## src/rtl/sync_cond_pkg.sv

```systemverilog
package sync_cond_pkg;

    typedef enum logic [1:0] {
        MATCH_NONE = 2'd0,
        MATCH_LOW  = 2'd1,
        MATCH_HIGH = 2'd2
    } match_e;

    typedef enum logic {
        ST_IDLE = 1'b0,
        ST_HOLD = 1'b1
    } pulse_state_e;

endpackage

```

## src/rtl/sync_code_classify.sv

```systemverilog
module sync_code_classify
    import sync_cond_pkg::*;
#(
    parameter int TAG_W = 8
) (
    input  logic [TAG_W-1:0] tag_bits,
    input  logic             bypass,
    output match_e           kind
);

    localparam logic [TAG_W-1:0] ALL_LOW  = '0;
    localparam logic [TAG_W-1:0] ALL_HIGH = '1;

    always_comb begin
        kind = MATCH_NONE;
        if (!bypass) begin
            if (tag_bits == ALL_LOW) begin
                kind = MATCH_LOW;
            end else if (tag_bits == ALL_HIGH) begin
                kind = MATCH_HIGH;
            end
        end
    end

    always_comb begin
        assert_kind_gated_R7: assert (!(bypass && kind != MATCH_NONE))
            else $error("classifier reported a match while bypassed");
    end

endmodule

```

## src/rtl/sync_word_stage.sv

```systemverilog
module sync_word_stage
    import sync_cond_pkg::*;
#(
    parameter int DATA_W = 10,
    parameter int LOW_W  = 2
) (
    input  logic              clk,
    input  logic              rst,
    input  logic [DATA_W-1:0] word_i,
    input  match_e            kind_i,
    output logic [DATA_W-1:0] word_o
);

    localparam int TAG_W = DATA_W - LOW_W;

    logic [DATA_W-1:0] shaped;

    assign shaped[DATA_W-1:LOW_W] = word_i[DATA_W-1:LOW_W];

    for (genvar gi = 0; gi < LOW_W; gi++) begin : g_low
        always_comb begin
            unique case (kind_i)
                MATCH_LOW:  shaped[gi] = 1'b0;
                MATCH_HIGH: shaped[gi] = 1'b1;
                default:    shaped[gi] = word_i[gi];
            endcase
        end
    end

    always_ff @(posedge clk) begin
        if (rst) begin
            word_o <= '0;
        end else begin
            word_o <= shaped;
        end
    end

    logic [TAG_W-1:0] unused_tag_chk;
    assign unused_tag_chk = shaped[DATA_W-1:LOW_W];

    assert_upper_kept_R4: assert property (@(posedge clk) disable iff (rst)
        1'b1 |=> word_o[DATA_W-1:LOW_W] == $past(unused_tag_chk))
        else $error("upper bits altered by stage");

endmodule

```

## src/rtl/sync_pulse_fsm.sv

```systemverilog
module sync_pulse_fsm
    import sync_cond_pkg::*;
#(
    parameter int PULSE_LEN = 3
) (
    input  logic clk,
    input  logic rst,
    input  logic hit_i,
    input  logic clear_i,
    output logic sync_n_o
);

    localparam int CNT_W = (PULSE_LEN > 2) ? $clog2(PULSE_LEN) : 1;
    localparam logic [CNT_W-1:0] RELOAD = CNT_W'(PULSE_LEN - 1);

    pulse_state_e     state, state_nx;
    logic [CNT_W-1:0] cnt, cnt_nx;

    always_comb begin
        state_nx = state;
        cnt_nx   = cnt;
        if (clear_i) begin
            state_nx = ST_IDLE;
            cnt_nx   = '0;
        end else if (hit_i) begin
            state_nx = ST_HOLD;
            cnt_nx   = RELOAD;
        end else begin
            unique case (state)
                ST_IDLE: begin
                    cnt_nx = '0;
                end
                ST_HOLD: begin
                    if (cnt == '0) begin
                        state_nx = ST_IDLE;
                    end else begin
                        cnt_nx = cnt - 1'b1;
                    end
                end
            endcase
        end
    end

    always_ff @(posedge clk) begin
        if (rst) begin
            state <= ST_IDLE;
            cnt   <= '0;
        end else begin
            state <= state_nx;
            cnt   <= cnt_nx;
        end
    end

    always_comb begin
        unique case (state)
            ST_IDLE: sync_n_o = 1'b1;
            ST_HOLD: sync_n_o = 1'b0;
        endcase
    end

    assert_hit_pulls_low_R5: assert property (@(posedge clk) disable iff (rst)
        (hit_i && !clear_i) |=> !sync_n_o)
        else $error("detect flag not asserted after match");

    assert_window_ends_R5: assert property (@(posedge clk) disable iff (rst)
        (state == ST_HOLD && cnt == '0 && !hit_i) |=> sync_n_o)
        else $error("detect flag outlived its window");

    assert_restart_R6: assert property (@(posedge clk) disable iff (rst)
        (state == ST_HOLD && hit_i && !clear_i) |=> (cnt == RELOAD))
        else $error("retrigger did not reload the window");

    assert_clear_idle_R7: assert property (@(posedge clk) disable iff (rst)
        clear_i |=> sync_n_o)
        else $error("detect flag low after bypass");

endmodule

```

## src/rtl/sync_word_conditioner.sv

```systemverilog
module sync_word_conditioner
    import sync_cond_pkg::*;
#(
    parameter int DATA_W    = 10,
    parameter int LOW_W     = 2,
    parameter int PULSE_LEN = 3
) (
    input  logic              clk,
    input  logic              rst,
    input  logic              bypass,
    input  logic [DATA_W-1:0] word_in,
    output logic [DATA_W-1:0] word_out,
    output logic              sync_n
);

    localparam int TAG_W = DATA_W - LOW_W;

    match_e kind;
    logic   hit;

    sync_code_classify #(.TAG_W(TAG_W)) u_classify (
        .tag_bits (word_in[DATA_W-1:LOW_W]),
        .bypass   (bypass),
        .kind     (kind)
    );

    assign hit = (kind != MATCH_NONE);

    sync_word_stage #(.DATA_W(DATA_W), .LOW_W(LOW_W)) u_stage (
        .clk    (clk),
        .rst    (rst),
        .word_i (word_in),
        .kind_i (kind),
        .word_o (word_out)
    );

    sync_pulse_fsm #(.PULSE_LEN(PULSE_LEN)) u_pulse (
        .clk      (clk),
        .rst      (rst),
        .hit_i    (hit),
        .clear_i  (bypass),
        .sync_n_o (sync_n)
    );

    assert_reset_state_R1: assert property (@(posedge clk)
        rst |=> (sync_n && word_out == '0))
        else $error("reset state wrong");

    assert_zero_force_R2: assert property (@(posedge clk) disable iff (rst)
        (!bypass && word_in[DATA_W-1:LOW_W] == '0) |=> word_out == '0)
        else $error("all-zero code not forced");

    assert_ones_force_R3: assert property (@(posedge clk) disable iff (rst)
        (!bypass && word_in[DATA_W-1:LOW_W] == '1) |=> word_out == '1)
        else $error("all-ones code not forced");

    assert_pass_through_R4: assert property (@(posedge clk) disable iff (rst)
        (bypass || (word_in[DATA_W-1:LOW_W] != '0 && word_in[DATA_W-1:LOW_W] != '1))
        |=> word_out == $past(word_in))
        else $error("ordinary word altered");

endmodule

```

## config.mk

```make
export PLATFORM = sky130hd
export DESIGN_NAME = sync_word_conditioner
export DESIGN_NICKNAME = d
export VERILOG_FILES = /design/src/rtl/sync_cond_pkg.sv /design/src/rtl/sync_code_classify.sv /design/src/rtl/sync_word_stage.sv /design/src/rtl/sync_pulse_fsm.sv /design/src/rtl/sync_word_conditioner.sv
export SDC_FILE = /design/constraint.sdc
export NUM_CORES = 1
export LEC_CHECK = 0
export ABC_CLOCK_PERIOD_IN_PS = 2130
export BUFFER_PORTS_ARGS = -buffer_cell sky130_fd_sc_hd__clkbuf_2
export CAP_MARGIN = 20
export CORE_MARGIN = 5
export CORE_UTILIZATION = 30
export DETAILED_ROUTE_END_ITERATION = 10
export GPL_TIMING_DRIVEN = 0
export PLACE_DENSITY_LB_ADDON = 0.3
export SYNTH_ARGS = -nofsm -noshare
export SYNTH_HDL_FRONTEND = slang
export SYNTH_SLANG_ARGS = --single-unit
```

## constraint.sdc

```tcl
create_clock -name clk -period 2.13 [get_ports clk]
set_input_delay 0.213 -clock clk [delete_from_list [all_inputs] [get_ports clk]]
set_output_delay 0.213 -clock clk [all_outputs]
set_load 0.05 [all_outputs]
```

Word level (Yosys, flattened, before mapping)
Cells that the tools add are included.
{ "classes": {"addsub": 1, "mul": 0, "n_div": 0, "magnitude_cmp": 0, "eq_ne": 5, "n_shift": 0, "n_mux": 12, "n_bitwise": 1, "reduce_logical": 5} }
{ "op_table": {"columns": ["operator", "count"], "rows": [
  ["2-bit two-way mux", 5],
  ["8-bit == test (second input constant)", 1],
  ["8-bit logical NOT", 1],
  ["1-bit case mux with 2 select lines", 3],
  ["2-bit case mux with 2 select lines", 1],
  ["1-bit two-way mux", 3],
  ["3-bit != test (second input constant)", 1],
  ["3-bit OR reduction", 1],
  ["2-bit by 1-bit == test with 1-bit output (second input constant)", 1],
  ["2-bit == test (second input constant)", 1],
  ["2-bit logical NOT", 1],
  ["2-bit != test (second input constant)", 1],
  ["2-bit nonzero test", 1],
  ["2-bit OR reduction", 1],
  ["2-bit by 1-bit subtractor with 2-bit output (second input constant)", 1],
  ["1-bit inverter", 1]
]} }
{ "totals": {"regBits": 13, "latch_bits": 0, "mem_bits_rw": 0, "romBits": 0, "input_bits": 13, "out_inout_bits": 11, "word_cells": 28, "mem_count": 0} }

Longest topological paths before layout
{ "depth": {"word_depth": 6, "ltp_mapped": 5, "ltp_nobuf": 5} }

Cells and area by module
A second synthesis with hierarchy kept.
{ "hier_totals": {"cells_unflattened": 50, "area_unflattened_um2": 511.7} }
{ "modules_own_cells": {"columns": ["mod", "instances", "cells_each", "area_per_inst_um2", "seq_area_each_um2"], "rows": [
  ["sync_word_stage", 1, 25, 297.8, 200.2],
  ["sync_pulse_fsm", 1, 17, 158.9, 60.1],
  ["sync_code_classify", 1, 7, 48.8, 0.0],
  ["sync_word_conditioner", 1, 1, 6.3, 0.0]
]} }

Worst setup path before layout
Ideal clock, no wire load.
{ "synth_timing": {"path_type": "input -> register", "start": "input port bypass", "end": "register u_stage.word_o[0]", "setup_time_ns": 0.071, "arrival_time_ns": 1.419, "required_ns": 2.059, "setup_slack_ns": 0.640, "stages": 5, "path_buffers": 0, "cell_sequence": "nand2b_1 > or4_1 > ha_1 > nand2b_1 > a21oi_1"} }
{ "synth_via": {"elab_chain_len": 3, "elab_cells_between_ends": 4, "classes_between": "eq/ne (2); mux (2)"} }
{ "synth_lines": {"columns": ["item", "line", "source"], "rows": [
  ["start: declaration", "sync_word_conditioner.sv:10", "input logic bypass,"],
  ["2-bit two-way mux (*)", "sync_code_classify.sv:16", "if (!bypass) begin"],
  ["2-bit == test / 2-bit by 1-bit == test with 1-bit output (equally long branches)", "sync_word_stage.sv:22", "unique case (kind_i)"],
  ["1-bit case mux with 2 select lines (*)", "sync_word_stage.sv:22", null],
  ["end signal: assignment", "sync_word_stage.sv:34", "word_o <= shaped;"],
  ["end: declaration", "sync_word_stage.sv:11", "output logic [DATA_W-1:0] word_o"]
]} }
Every way passes the cells marked *; elsewhere a longest branch is shown, timed or not.
A chain may end at the register's enable or synchronous reset.

Worst setup path in the final report
Ends and elaborated chain as after synthesis.

==> results.md <==
- Final antenna-violating net count: 0
- GR Util All Layers: 8.89%
- Iteration-0 DRC Markers: 8
- Row count: 14
- Gate Count Post-Synth: between 50 and 60
- Leading cell types in the layout, fill and taps excluded: clkbuf_2 (23), dfxtp_1 (13), nor2b_1 (8)
- P_leak: between 0.0003 and 0.0004 uW
- Dpl ws: 434 ps
- Setup ws final: 721 ps
- Final Hold Vio Count: 0
- Fmax: 710 MHz
- H-tree depth: 1
- Max-Cap Viols: 0
- Relative slew slack: 72.7%
- Hold Crit Class: in -> reg
- Cts bufs inserted: 3
- Outcome: finished, final reports clean
- Minimum clock period after layout: between 1000 and 1500 ps
- DR DRC count: 0
- Clk buf depth: 2
- RSZ-0062 raised after global routing: no
- Synth-to-layout area growth: 32.0%
- Root Driver: clkbuf_4
- Synthesized area: slightly above 500 um^2
- Wire per inst: 10.1 um
- CTS tree: built
- N_diodes: 0
- Final GP Congestion: 0.705
- Overflow after GRT: 0
- Synth Warn #: 0
- Synth Area per Inst: 9.70 um^2
- Number of gates resized after cts: 0
- Dominant cell type by area after synthesis: dfxtp_1
- Die span in x: 51.0 um
- Fraction of synthesized area in multiplexers: 0%
- Die Y: just over 50 um
- Layout Skew: 2.29 ps
- PortBufs: 23
- Ranking of synthesized cells by area: dfxtp_1 (52%), nor2b_1 (9.9%), ha_1 (7.4%), nand2b_1 (7.4%), nor4_1 (2.5%)
- Crit path kind: in -> reg
- Clock transition at path regs: 70 ps
- FF+latch count, synth: 13
- Post-CTS setup buffers: 0
- Synth Area in XOR/XNOR: under 10%
- R2R setup slack: 1020 ps
- Vias in the first global route: 431
- Largest family of logic cells by synthesized area: simple AND/OR/NAND/NOR gates
- Final worst-path cycle share: 66.2%
- Largest net degree at the start of global routing: 11
- Core area: 1540 um^2
- Cell variety after synth: 17
- CP endpoint kind: flip-flop
- Hold slack: 182 ps
- Share of cells above drive strength 1: 32.9%
- DRT Wirelength: about 960 um
- Final setup vio count: 0
- Synth Area in Compound Gates: 5.46%
- Critical Path RT: about 2300 ps
- Initial core utilization: 32.7%
- Commonest non-fill, non-tap cell in the layout: clkbuf_2
- Clock latency on the worst-skew pair: 270 ps
- TritonRoute pass-1 iters: 4
- VDD IR max: 0.366 mV
- Final Max Slew Viols: 0
- Hold_buf cts: 0
- First-pass GRT wire length: roughly 1.8 mm
- Synth Area in Simple Gates: 30.8%
- I/O pin count: 24
- Slew at the pin closest to its max-slew limit: roughly 410 ps
- Sequential share of the synthesized area: about half
- Synth Area in Adders: 7.44%
- Setup tns final: 0 ps
- Crit path DAT: 1610 ps
- Total power: 476 uW
- CP max FO: 4
- Vias per cell: 4.53
- Area share of the largest cell type after synthesis: between 50% and 60%
- Initial antenna violation count: 0
- Post-Syn Nets: 68
- Power density cells: 716 nW/um^2
- Post-layout nets: 96
- Die area: between 2000 and 3000 um^2
- CP startpoint kind: primary input
- DR vias: 430
- # clock sinks: 13
[routing by layer]
metal / global-route usage (%) / vias to the layer above / share of wire (%)
li1: - / 231 / -
met1: 10.6 / 180 / 43
met2: 13.0 / 17 / 44
met3: 4.07 / 2 / 11
met4: 5.11 / 0 / 1.7
met5: 0 / - / 0
[power breakdown]
| part | internal, uW | switching (uW) | total [uW] |
|---|---|---|---|
| Sequential | 253 | 2.27 | 255 |
| Combinational | 22.0 | 54.4 | 76.4 |
| Clock | 72.5 | 72.4 | 145 |
[cells by family (layout without fill, tap and decap cells)]
family	count (synthesis)	in the layout
AO/OA/AOI/OAI	4	4
XOR/XNOR	1	1
adder cells (fa/ha/maj)	3	3
buffers and inverters	4	31
flip-flops	13	13
AND/OR/NAND/NOR	27	27
[worst paths after layout]
path,to,from,cells after the start
worst max-delay path,u_stage.word_o[0]$_SDFF_PP0_,bypass,6
worst min-delay path,u_stage.word_o[7]$_SDFF_PP0_,word_in[7],2
worst max register to register,u_pulse.cnt[1]$_SDFFE_PP0P_,u_pulse.cnt[0]$_SDFFE_PP0P_,4
worst min register to register,u_pulse.cnt[0]$_SDFFE_PP0P_,u_pulse.state$_SDFF_PP0_,1
[area by class of cell]
| type | instances | area, um^2 |
|---|---|---|
| inverters | 3 | 11.3 |
| well taps | 16 | 20.0 |
| repair buffers | 23 | 115 |
| flip-flops and latches | 13 | 260 |
| clock buffers | 4 | 26.3 |
| fillers | 159 | 876 |
| multi-input cells | 35 | 229 |
| plain buffers | 1 | 3.75 |
[state kept, by name, indices dropped and copies added (netlist names)]
name,count
u_stage.word_o,10
u_pulse.cnt,2
u_pulse.state,1
[cell usage after synthesis (all sizes together)]
cell type	n
ha	3
a21oi	2
nor3	2
nor4	2
clkbuf	1
xnor2	1
nor2b	8
or4	1
a21boi	1
nand2	3
a41o	1
inv	3
dfxtp	13
nor2	2
and4	1
nand3	2
nand2b	6
[worst max-delay path, stage by stage]
cell and delay (ps):
clkbuf_2 100, nand2b_1 160, or4_1 530, ha_1 330, nand2b_1 150, a21oi_1 130
[stage by stage]
stage / std cells / cell area, um^2 / utilization (%)
after floorplan: 52 / 504 / -
after global routing: 95 / 666 / 43.2
after CTS: 95 / 666 / 43.2
after detailed placement: 91 / 639 / 41.5
final: 95 / 666 / 43.2
after global placement: 91 / 639 / 41.5
Power figures use the tool's default switching activity.
